[src/rtl/tmr_acc_pkg.sv]
package tmr_acc_pkg;

    // Byte select decoding on the bus address
    localparam logic [1:0] ADR_EXT  = 2'd0;
    localparam logic [1:0] ADR_LO   = 2'd1;
    localparam logic [1:0] ADR_HI   = 2'd2;
    localparam logic [1:0] ADR_STAT = 2'd3;

    typedef enum logic [1:0] {
        WS_IDLE = 2'd0,
        WS_EXT  = 2'd1,
        WS_LOW  = 2'd2
    } wr_state_e;

    typedef enum logic [1:0] {
        RS_IDLE    = 2'd0,
        RS_LOWHELD = 2'd1,
        RS_ALLHELD = 2'd2
    } rd_state_e;

endpackage

[src/rtl/tmr_bus_decode.sv]
module tmr_bus_decode
    import tmr_acc_pkg::*;
#(
    parameter int ADDR_W = 2
) (
    input  logic [ADDR_W-1:0] addr,
    input  logic              wr,
    input  logic              rd,
    output logic [3:0]        wr_sel,
    output logic [3:0]        rd_sel
);

    // One select line per byte address
    for (genvar i = 0; i < 4; i++) begin : g_sel
        always_comb begin
            wr_sel[i] = wr && (addr == ADDR_W'(i));
            rd_sel[i] = rd && (addr == ADDR_W'(i));
        end
    end

endmodule

[src/rtl/tmr_wr_stage.sv]
module tmr_wr_stage
    import tmr_acc_pkg::*;
#(
    parameter int BYTE_W = 8,
    localparam int VAL_W = 3 * BYTE_W
) (
    input  logic              clk,
    input  logic              rst_n,
    input  logic              wr_ext,
    input  logic              wr_lo,
    input  logic              wr_hi,
    input  logic [BYTE_W-1:0] wdata,
    input  logic              clr_err,
    output logic [VAL_W-1:0]  load_value,
    output logic              load_strobe,
    output logic              seq_err,
    output wr_state_e         state
);

    wr_state_e         state_nx;
    logic [BYTE_W-1:0] ext_stage;
    logic [BYTE_W-1:0] low_stage;

    // Next-state logic
    always_comb begin
        state_nx = state;
        unique case (state)
            WS_IDLE: begin
                if (wr_lo)       state_nx = WS_LOW;   // to_low
                else if (wr_ext) state_nx = WS_EXT;   // idle_to_ext
            end
            WS_EXT: begin
                if (wr_lo)       state_nx = WS_LOW;   // to_low
                else if (wr_hi)  state_nx = WS_IDLE;  // orphan
            end
            WS_LOW: begin
                if (wr_hi)       state_nx = WS_IDLE;  // commit
            end
            default:             state_nx = WS_IDLE;
        endcase
    end

    // State register
    always_ff @(posedge clk) begin
        if (!rst_n) state <= WS_IDLE;
        else        state <= state_nx;
    end

    // Staging, commit and error outputs
    always_ff @(posedge clk) begin
        if (!rst_n) begin
            ext_stage   <= '0;
            low_stage   <= '0;
            load_value  <= '0;
            load_strobe <= 1'b0;
            seq_err     <= 1'b0;
        end else begin
            load_strobe <= 1'b0;
            if (wr_ext) ext_stage <= wdata;
            if (wr_lo)  low_stage <= wdata;
            if (wr_hi) begin
                if (state == WS_LOW) begin
                    load_value  <= {ext_stage, wdata, low_stage};
                    load_strobe <= 1'b1;
                end else begin
                    seq_err <= 1'b1;
                end
            end else if (clr_err) begin
                seq_err <= 1'b0;
            end
        end
    end

endmodule

[src/rtl/tmr_rd_snap.sv]
module tmr_rd_snap
    import tmr_acc_pkg::*;
#(
    parameter int BYTE_W = 8,
    localparam int VAL_W = 3 * BYTE_W
) (
    input  logic              clk,
    input  logic              rst_n,
    input  logic              rd_ext,
    input  logic              rd_lo,
    input  logic              rd_hi,
    input  logic              rd_stat,
    input  logic [VAL_W-1:0]  live,
    input  logic              seq_err,
    output logic [BYTE_W-1:0] rdata,
    output rd_state_e         state
);

    rd_state_e         state_nx;
    logic [BYTE_W-1:0] live_b [3];
    logic [BYTE_W-1:0] snap_hi;
    logic [BYTE_W-1:0] snap_lo;

    // Split the live value into byte lanes: 0 low, 1 high, 2 extension
    for (genvar i = 0; i < 3; i++) begin : g_lane
        assign live_b[i] = live[i*BYTE_W +: BYTE_W];
    end

    // Next-state logic
    always_comb begin
        state_nx = state;
        unique case (state)
            RS_IDLE, RS_LOWHELD, RS_ALLHELD: begin
                if (rd_ext)      state_nx = RS_ALLHELD;  // grab_all
                else if (rd_hi)  state_nx = RS_LOWHELD;  // grab_low
                else if (rd_lo)  state_nx = RS_IDLE;     // release
            end
            default:             state_nx = RS_IDLE;
        endcase
    end

    // State register
    always_ff @(posedge clk) begin
        if (!rst_n) state <= RS_IDLE;
        else        state <= state_nx;
    end

    // Snapshot and read data outputs
    always_ff @(posedge clk) begin
        if (!rst_n) begin
            snap_hi <= '0;
            snap_lo <= '0;
            rdata   <= '0;
        end else if (rd_ext) begin
            rdata   <= live_b[2];
            snap_hi <= live_b[1];
            snap_lo <= live_b[0];
        end else if (rd_hi) begin
            if (state == RS_ALLHELD) begin
                rdata <= snap_hi;
            end else begin
                rdata   <= live_b[1];
                snap_lo <= live_b[0];
            end
        end else if (rd_lo) begin
            if (state == RS_IDLE) rdata <= live_b[0];
            else                  rdata <= snap_lo;
        end else if (rd_stat) begin
            rdata <= {{(BYTE_W-1){1'b0}}, seq_err};
        end
    end

endmodule

[src/rtl/tmr_bus_access.sv]
module tmr_bus_access
    import tmr_acc_pkg::*;
#(
    parameter int BYTE_W = 8,
    parameter int ADDR_W = 2,
    localparam int VAL_W = 3 * BYTE_W
) (
    input  logic              clk,
    input  logic              rst_n,
    input  logic [ADDR_W-1:0] bus_addr,
    input  logic [BYTE_W-1:0] bus_wdata,
    input  logic              bus_wr,
    input  logic              bus_rd,
    output logic [BYTE_W-1:0] bus_rdata,
    input  logic [VAL_W-1:0]  cnt_live,
    output logic [VAL_W-1:0]  load_value,
    output logic              load_strobe
);

    logic [3:0] wr_sel;
    logic [3:0] rd_sel;
    logic       seq_err;
    wr_state_e  wr_state;
    rd_state_e  rd_state;

    tmr_bus_decode #(.ADDR_W(ADDR_W)) u_dec (
        .addr   (bus_addr),
        .wr     (bus_wr),
        .rd     (bus_rd),
        .wr_sel (wr_sel),
        .rd_sel (rd_sel)
    );

    tmr_wr_stage #(.BYTE_W(BYTE_W)) u_wr (
        .clk         (clk),
        .rst_n       (rst_n),
        .wr_ext      (wr_sel[ADR_EXT]),
        .wr_lo       (wr_sel[ADR_LO]),
        .wr_hi       (wr_sel[ADR_HI]),
        .wdata       (bus_wdata),
        .clr_err     (rd_sel[ADR_STAT]),
        .load_value  (load_value),
        .load_strobe (load_strobe),
        .seq_err     (seq_err),
        .state       (wr_state)
    );

    tmr_rd_snap #(.BYTE_W(BYTE_W)) u_rd (
        .clk     (clk),
        .rst_n   (rst_n),
        .rd_ext  (rd_sel[ADR_EXT]),
        .rd_lo   (rd_sel[ADR_LO]),
        .rd_hi   (rd_sel[ADR_HI]),
        .rd_stat (rd_sel[ADR_STAT]),
        .live    (cnt_live),
        .seq_err (seq_err),
        .rdata   (bus_rdata),
        .state   (rd_state)
    );

endmodule

[config.mk]
export PLATFORM = sky130hd
export DESIGN_NAME = tmr_bus_access
export DESIGN_NICKNAME = d
export VERILOG_FILES = /design/src/rtl/tmr_acc_pkg.sv /design/src/rtl/tmr_bus_decode.sv /design/src/rtl/tmr_wr_stage.sv /design/src/rtl/tmr_rd_snap.sv /design/src/rtl/tmr_bus_access.sv
export SDC_FILE = /design/constraint.sdc
export NUM_CORES = 1
export LEC_CHECK = 0
export BUFFER_PORTS_ARGS = -buffer_cell sky130_fd_sc_hd__clkbuf_2
export CAP_MARGIN = 30
export CORE_MARGIN = 2
export CORE_UTILIZATION = 53
export CTS_CLUSTER_DIAMETER = 80
export DETAILED_ROUTE_END_ITERATION = 16
export PLACE_DENSITY = 0.84
export SETUP_SLACK_MARGIN = 0.3
export SLEW_MARGIN = 25
export SYNTH_ARGS = -nofsm -noshare
export SYNTH_HDL_FRONTEND = slang
export SYNTH_SLANG_ARGS = --single-unit
export TNS_END_PERCENT = 1
[constraint.sdc]
create_clock -name clk -period 1.5 [get_ports clk]
set_clock_uncertainty 0.05 [all_clocks]
set_input_delay 0.15 -clock clk [delete_from_list [all_inputs] [get_ports clk]]
set_output_delay 0.15 -clock clk [all_outputs]
set_load 0.02 [all_outputs]
==> Yosys cells after proc, flatten, opt, wreduce, memory -nomap -nowiden <==
Cells that the tools add are included.
{ "word_totals": {"word_cells": 66, "mem_bits_ro": 0, "latchBits": 0, "n_memories": 0, "input_bits": 38, "regBits": 70, "ram_bits": 0, "out_inout_bits": 33} }
{ "op_classes": {"mux": 21, "reduce_logical": 22, "shift": 0, "add_sub_neg": 0, "order_cmp": 0, "div": 0, "eq_ne": 10, "multipliers": 0, "bitwise": 2} }
{ "ops": {"columns": ["operator", "n"], "rows": [
  ["2-to-1 mux 8 bit", 9],
  ["2-to-1 mux 2 bit", 7],
  ["AND reduction 2 bit", 5],
  ["equality test 2 bit, second input constant", 4],
  ["logical AND 1 bit", 7],
  ["equality test 2 x 1 -> 1 bit, second input constant", 3],
  ["zero test 2 bit", 3],
  ["case mux 2 bit (3 select lines)", 1],
  ["nonzero test 2 bit", 3],
  ["OR reduction 3 bit", 2],
  ["2-to-1 mux 1 bit", 4],
  ["nonzero test 4 bit", 1],
  ["inequality test 3 x 1 -> 1 bit, second input constant", 1],
  ["nonzero test 3 bit", 1],
  ["inequality test 2 x 1 -> 1 bit, second input constant", 1],
  ["inequality test 2 bit, second input constant", 1],
  ["NOT 1 bit", 2]
]} }

==> Depth between registers and ports, before layout <==
{ "depth": {"depth_word": 6, "ltp_mapped": 7, "ltp_nobuf": 4} }

==> Hierarchy <==
From an unflattened synthesis, not the netlist that was laid out.
{ "hier_totals": {"hier_cells": 324, "hier_area_um2": 3004.1} }
{ "by_module_without_submodules": {"columns": ["mod", "seq_area_each_um2", "instances", "cells_each", "area_per_inst_um2"], "rows": [
  ["tmr_wr_stage", 880.8, 1, 176, 1657.8],
  ["tmr_rd_snap", 520.5, 1, 140, 1283.7],
  ["tmr_bus_decode", 0.0, 1, 8, 62.6]
]} }

==> Worst setup path before layout <==
No wires, ideal clock.
{ "synth_path": {"kind": "reg-to-reg", "start": "register u_rd.state[0]", "end": "register u_rd.rdata[0]", "path_slack_ns": 0.164, "stages_incl_launch_ff": 6, "setup_ns": 0.124, "arrival_time_ns": 1.162, "path_cell_list": "dfxtp_1 -> buf_2 -> nor2_4 -> mux2_2 -> o22ai_1 -> o21ai_0"} }
{ "synth_via": {"elab_chain_cells": 5, "elab_cells_between_ends": 7, "classes_between": "eq/ne (1); mux (5); reduce/logical (1)"} }
{ "synth_lines": {"columns": ["element", "line_no", "source"], "rows": [
  ["start: declaration", "tmr_rd_snap.sv:16", "output rd_state_e state"],
  ["start signal: assignment", "tmr_rd_snap.sv:45", "else state <= state_nx;"],
  ["zero test 2 bit", "tmr_rd_snap.sv:66", "if (state == RS_IDLE) rdata <= live_b[0];"],
  ["2-to-1 mux 8 bit", "tmr_rd_snap.sv:66", null],
  ["2-to-1 mux 8 bit", "tmr_rd_snap.sv:65", "end else if (rd_lo) begin"],
  ["2-to-1 mux 8 bit (*)", "tmr_rd_snap.sv:58", "end else if (rd_hi) begin"],
  ["2-to-1 mux 8 bit (*)", "tmr_rd_snap.sv:54", "end else if (rd_ext) begin"],
  ["end signal: assignment", "tmr_rd_snap.sv:55", "rdata <= live_b[2];"],
  ["end signal: assignment", "tmr_rd_snap.sv:66", null],
  ["end signal: assignment", "tmr_rd_snap.sv:67", "else rdata <= snap_lo;"],
  ["end: declaration", "tmr_rd_snap.sv:15", "output logic [BYTE_W-1:0] rdata,"]
]} }
Every way passes the cells marked *; elsewhere a longest branch is shown, timed or not.
A chain may end at the register's enable or synchronous reset.

==> Worst setup path after layout <==
{ "layout_path": {"start": "register u_rd.state[0]", "end": "register u_rd.snap_lo[2]"} }
{ "layout_via": {"elab_chain_cells": 3} }
{ "layout_lines": {"columns": ["element", "line_no", "source"], "rows": [
  ["equality test 2 bit", "tmr_rd_snap.sv:59", "if (state == RS_ALLHELD) begin"],
  ["inequality test 2 x 1 -> 1 bit (no source line)", null, null],
  ["AND reduction 2 bit (no source line)", null, null],
  ["end signal: assignment", "tmr_rd_snap.sv:57", "snap_lo <= live_b[0];"],
  ["end signal: assignment", "tmr_rd_snap.sv:63", "snap_lo <= live_b[0];"],
  ["end: declaration", "tmr_rd_snap.sv:22", "logic [BYTE_W-1:0] snap_lo;"]
]} }
No other way between the ends.

==> impl_summary.log <==
INFO  metric num_vias = 2589
INFO  metric tritoncts = yes
INFO  metric cp_slowest_cell = dfxtp_2
INFO  metric path_clk_slew = 0.08 ns
INFO  metric netlist_instances = 329
INFO  metric initial_core_util = 54.56%
INFO  metric maxCapViolations = 0
INFO  metric design.die.area = 6286 um2
INFO  metric layout_min_cycle_time = 1.307 ns
INFO  metric yosys_register_bits = 70
INFO  metric worst_hold_slack = 0.01883 ns
INFO  metric seq_area_frac_synth = 46.65%
INFO  metric max_clock_freq = 764.8 MHz
INFO  metric share_of_final_layout_standard_cells_stronger_than_drive_strength_1 = 28.95%
INFO  metric coreArea = 5507 um2
INFO  metric min_period_over_period = 87.16%
INFO  metric htreeDepth = 3
INFO  metric start_kind = register
INFO  metric place.port_buffers = 70
INFO  metric drt-wirelength-per-cell = 14.19 um
INFO  metric post_drt_via_cell_ratio = 5.360
INFO  metric floorplan.die.height = 79.29 um
INFO  metric floorplan.die.width = 79.29 um
INFO  metric critical-path-max-stage-delay = 0.33 ns
INFO  metric reg2reg_setup_slack = 0.19 ns
INFO  metric timing.hold.worst.class = in -> reg
INFO  metric netlist-cell-type-count = 35
INFO  metric worst_r2r_endpoint = u_rd.snap_lo[2]
INFO  metric ctsRootBufferMaster = clkbuf_8
INFO  metric first_global_vias = 2442
INFO  metric grt_first_pass_wirelength = 11170 um
INFO  metric share_of_synthesized_registers_carrying_an_async_set_or_reset = 0%
INFO  metric post-route-drc-count = 0
INFO  metric timing_worst_slew_pin_value = 0.3850 ns
INFO  metric syn_area = 3004 um2
INFO  metric grt_max_degree = 45
INFO  metric drt_first_pass_iters = 5
INFO  metric hpwlAfterDp = 4762 um
INFO  metric rsz0062_at_grt = true
INFO  metric timing.setup.tns = 0 ns
INFO  metric critical_path_rt = 1.68 ns
INFO  metric filler_cell_count = 436
INFO  metric synth_fp_nets = 367
INFO  metric hold_path.startpoint = bus_wdata[1]
INFO  metric final_cells = 483
INFO  metric reg2regPathDepth = 5
INFO  metric insertion_delay = 0.34 ns
INFO  metric timing.final.max_slew_violations = 0
INFO  metric rows = 27
INFO  metric grt_overflow = 0
INFO  metric worst_hold_path.endpoint = u_wr.load_value[9]
INFO  metric p_leak = 1.627 nW
INFO  metric synth.avg_cell_area = 9.131 um2
INFO  metric critical_path.cell_chain = nand2b_4 -> o211ai_4 -> buf_12 -> mux2i_2 -> nor2b_1
INFO  metric final_antenna_net_count = 0
INFO  metric first_iter_violations = 98
INFO  metric clock_buffers_created_by_tritoncts = 9
INFO  metric synth_enable_flop_cells = 0
INFO  metric areaGrowthSynthToFinish = 25.57%
INFO  metric dp.cells = 461
INFO  metric timing.hold.worst_path_depth = 3
INFO  metric yosys_warnings = 0
INFO  metric initial_antenna_violation_count = 0
INFO  metric antennaDiodeCount = 0
INFO  metric timing.rr.start = u_rd.state[0]
INFO  metric cp_max_fo = 8
INFO  metric crit_path_end_kind = register
INFO  metric drt-total-wl = 6855 um
INFO  metric finish.net_count = 444
INFO  metric design_power_total = 0.003950 W
INFO  metric groute.usage.overall = 22.90%
INFO  metric clock_sink_count = 70
INFO  metric num_io_pins = 71
INFO  metric max-vdd-ir-drop = 0.8209 mV
INFO  metric timing.max_slew.rel_slack = 74.33%
INFO  metric ys_dominant_reg_cell = dfxtp_1
INFO  metric cp.arrival = 1.49 ns
INFO  metric status = complete, no violations
INFO  metric final_weighted_congestion_in_routability_driven_placement = 0.8721
INFO  metric finalHoldViolations = 0
INFO  metric worstSetupPathType = reg -> reg
INFO  metric power.density = 1047 nW/um2
INFO  metric clk_path_buf_depth = 2
INFO  metric timing.final.setup_violations = 0
[area by class of cell]
type                            count  area (um2)  area share [%]
Clock buffer                        9       123.9           3.284
Clock inverter                      7       78.83           2.090
Inverter                            3       13.76          0.3648
Multi-Input combinational cell    235        1511           40.07
Sequential cell                    70        1408           37.31
Tap cell                           72       90.09           2.388
Timing Repair Buffer               87       546.8           14.49
[worst max-delay path by stage]
stage | from | endpoint | depth (start not counted)
floorplan | u_rd.state[1] | u_rd.rdata[0] | 5
global placement | u_rd.state[0] | u_rd.rdata[0] | 5
detailed placement | u_rd.state[1] | u_rd.snap_lo[2] | 4
CTS | u_rd.state[0] | u_rd.snap_lo[2] | 5
global route | u_rd.state[0] | u_rd.rdata[5] | 6
finish | u_rd.state[0] | u_rd.snap_lo[2] | 5
[report_power, final]
group,internal [W],switching [W]
logic,0.000221,0.000244
clock network,0.000788,0.000745
registers,0.00192,0.0000373
[cells by family (layout without fill, tap and decap cells)]
logic type | count (synthesis) | after routing | synth area share, %
mux | 33 | 33 | 11.08
flops | 70 | 70 | 46.65
buf+inv | 24 | 106 | 4.374
compound gates | 74 | 74 | 17.08
simple gates | 128 | 128 | 20.83
[metrics by stage]
step	setup slack, ns	instance area (um2)	util, %
after floorplan	0.2042	3027	-
final	0.1925	3772	68.51
after global routing	0.1490	3772	68.51
after detailed placement	0.08287	3472	63.05
after global placement	0.1370	3472	63.05
after CTS	0.2025	3769	68.44
[critical path, delay by kind of cell (launching register included)]
family | cells | cell delay [ns]
AOI/OAI and AO/OA | 1 | 0.21
DFF | 1 | 0.33
and+or+nand+nor | 2 | 0.24
buffers and inverters | 1 | 0.16
muxes | 1 | 0.22
[Yosys cell counts (3+ instances only)]
cell type | count | share of area, %
dfxtp_1 | 70 | 47
o21ai_0 | 9 | 1.5
buf_4 | 5 | 1.2
nor2_1 | 7 | 0.87
clkbuf_1 | 10 | 1.2
a21boi_0 | 13 | 3.2
mux2i_1 | 31 | 10
a21oi_1 | 21 | 3.5
nor3_1 | 7 | 1.2
o32a_1 | 7 | 2.3
a21boi_1 | 19 | 4.7
nand2_1 | 69 | 8.6
nor2b_1 | 28 | 5.8
nand3_1 | 3 | 0.50
buf_2 | 4 | 0.67
[metal layers]
layer | track usage [%] | wire length, um | share of wire, %
met5 | 0 | 0 | 0
met4 | 10.00 | 170 | 2.5
met3 | 6.591 | 393 | 5.7
met2 | 38.47 | 3407 | 50
met1 | 27.19 | 2883 | 42
[placed cells by master, fill, tap and decap left out, types with 3 or more instances in the layout]
| master | count |
|---|---|
| buf_4 | 10 |
| buf_12 | 5 |
| nor2_1 | 7 |
| a21boi_1 | 19 |
| o21ai_0 | 8 |
| a21oi_1 | 21 |
| dfxtp_1 | 67 |
| nand2_1 | 69 |
| nor3_1 | 7 |
| clkbuf_2 | 70 |
| mux2i_1 | 28 |
| clkbuf_8 | 9 |
| inv_6 | 3 |
| nor2b_1 | 27 |
| o32a_1 | 7 |
| a21boi_0 | 13 |
| nand3_1 | 3 |
[registers in the layout, summed over array words and instances (netlist names)]
name / cells
u_wr.load_value: 24
u_wr.load_strobe: 1
u_wr.low_stage: 8
u_rd.state: 2
u_wr.state: 2
u_rd.snap_hi: 8
u_wr.seq_err: 1
u_wr.ext_stage: 8
u_rd.rdata: 8
u_rd.snap_lo: 8
[repair_timing]
item / CTS / global route
setup endpoints to repair: 40 / 41
hold buffers: 1 / 0
resized for setup: 8 / 2
cloned: 0 / 0
setup buffers: 5 / 0
pin swaps: 2 / 3
endpoints found under the hold margin: 1 / 0
Note: power is estimated with default switching activity, not from simulation.
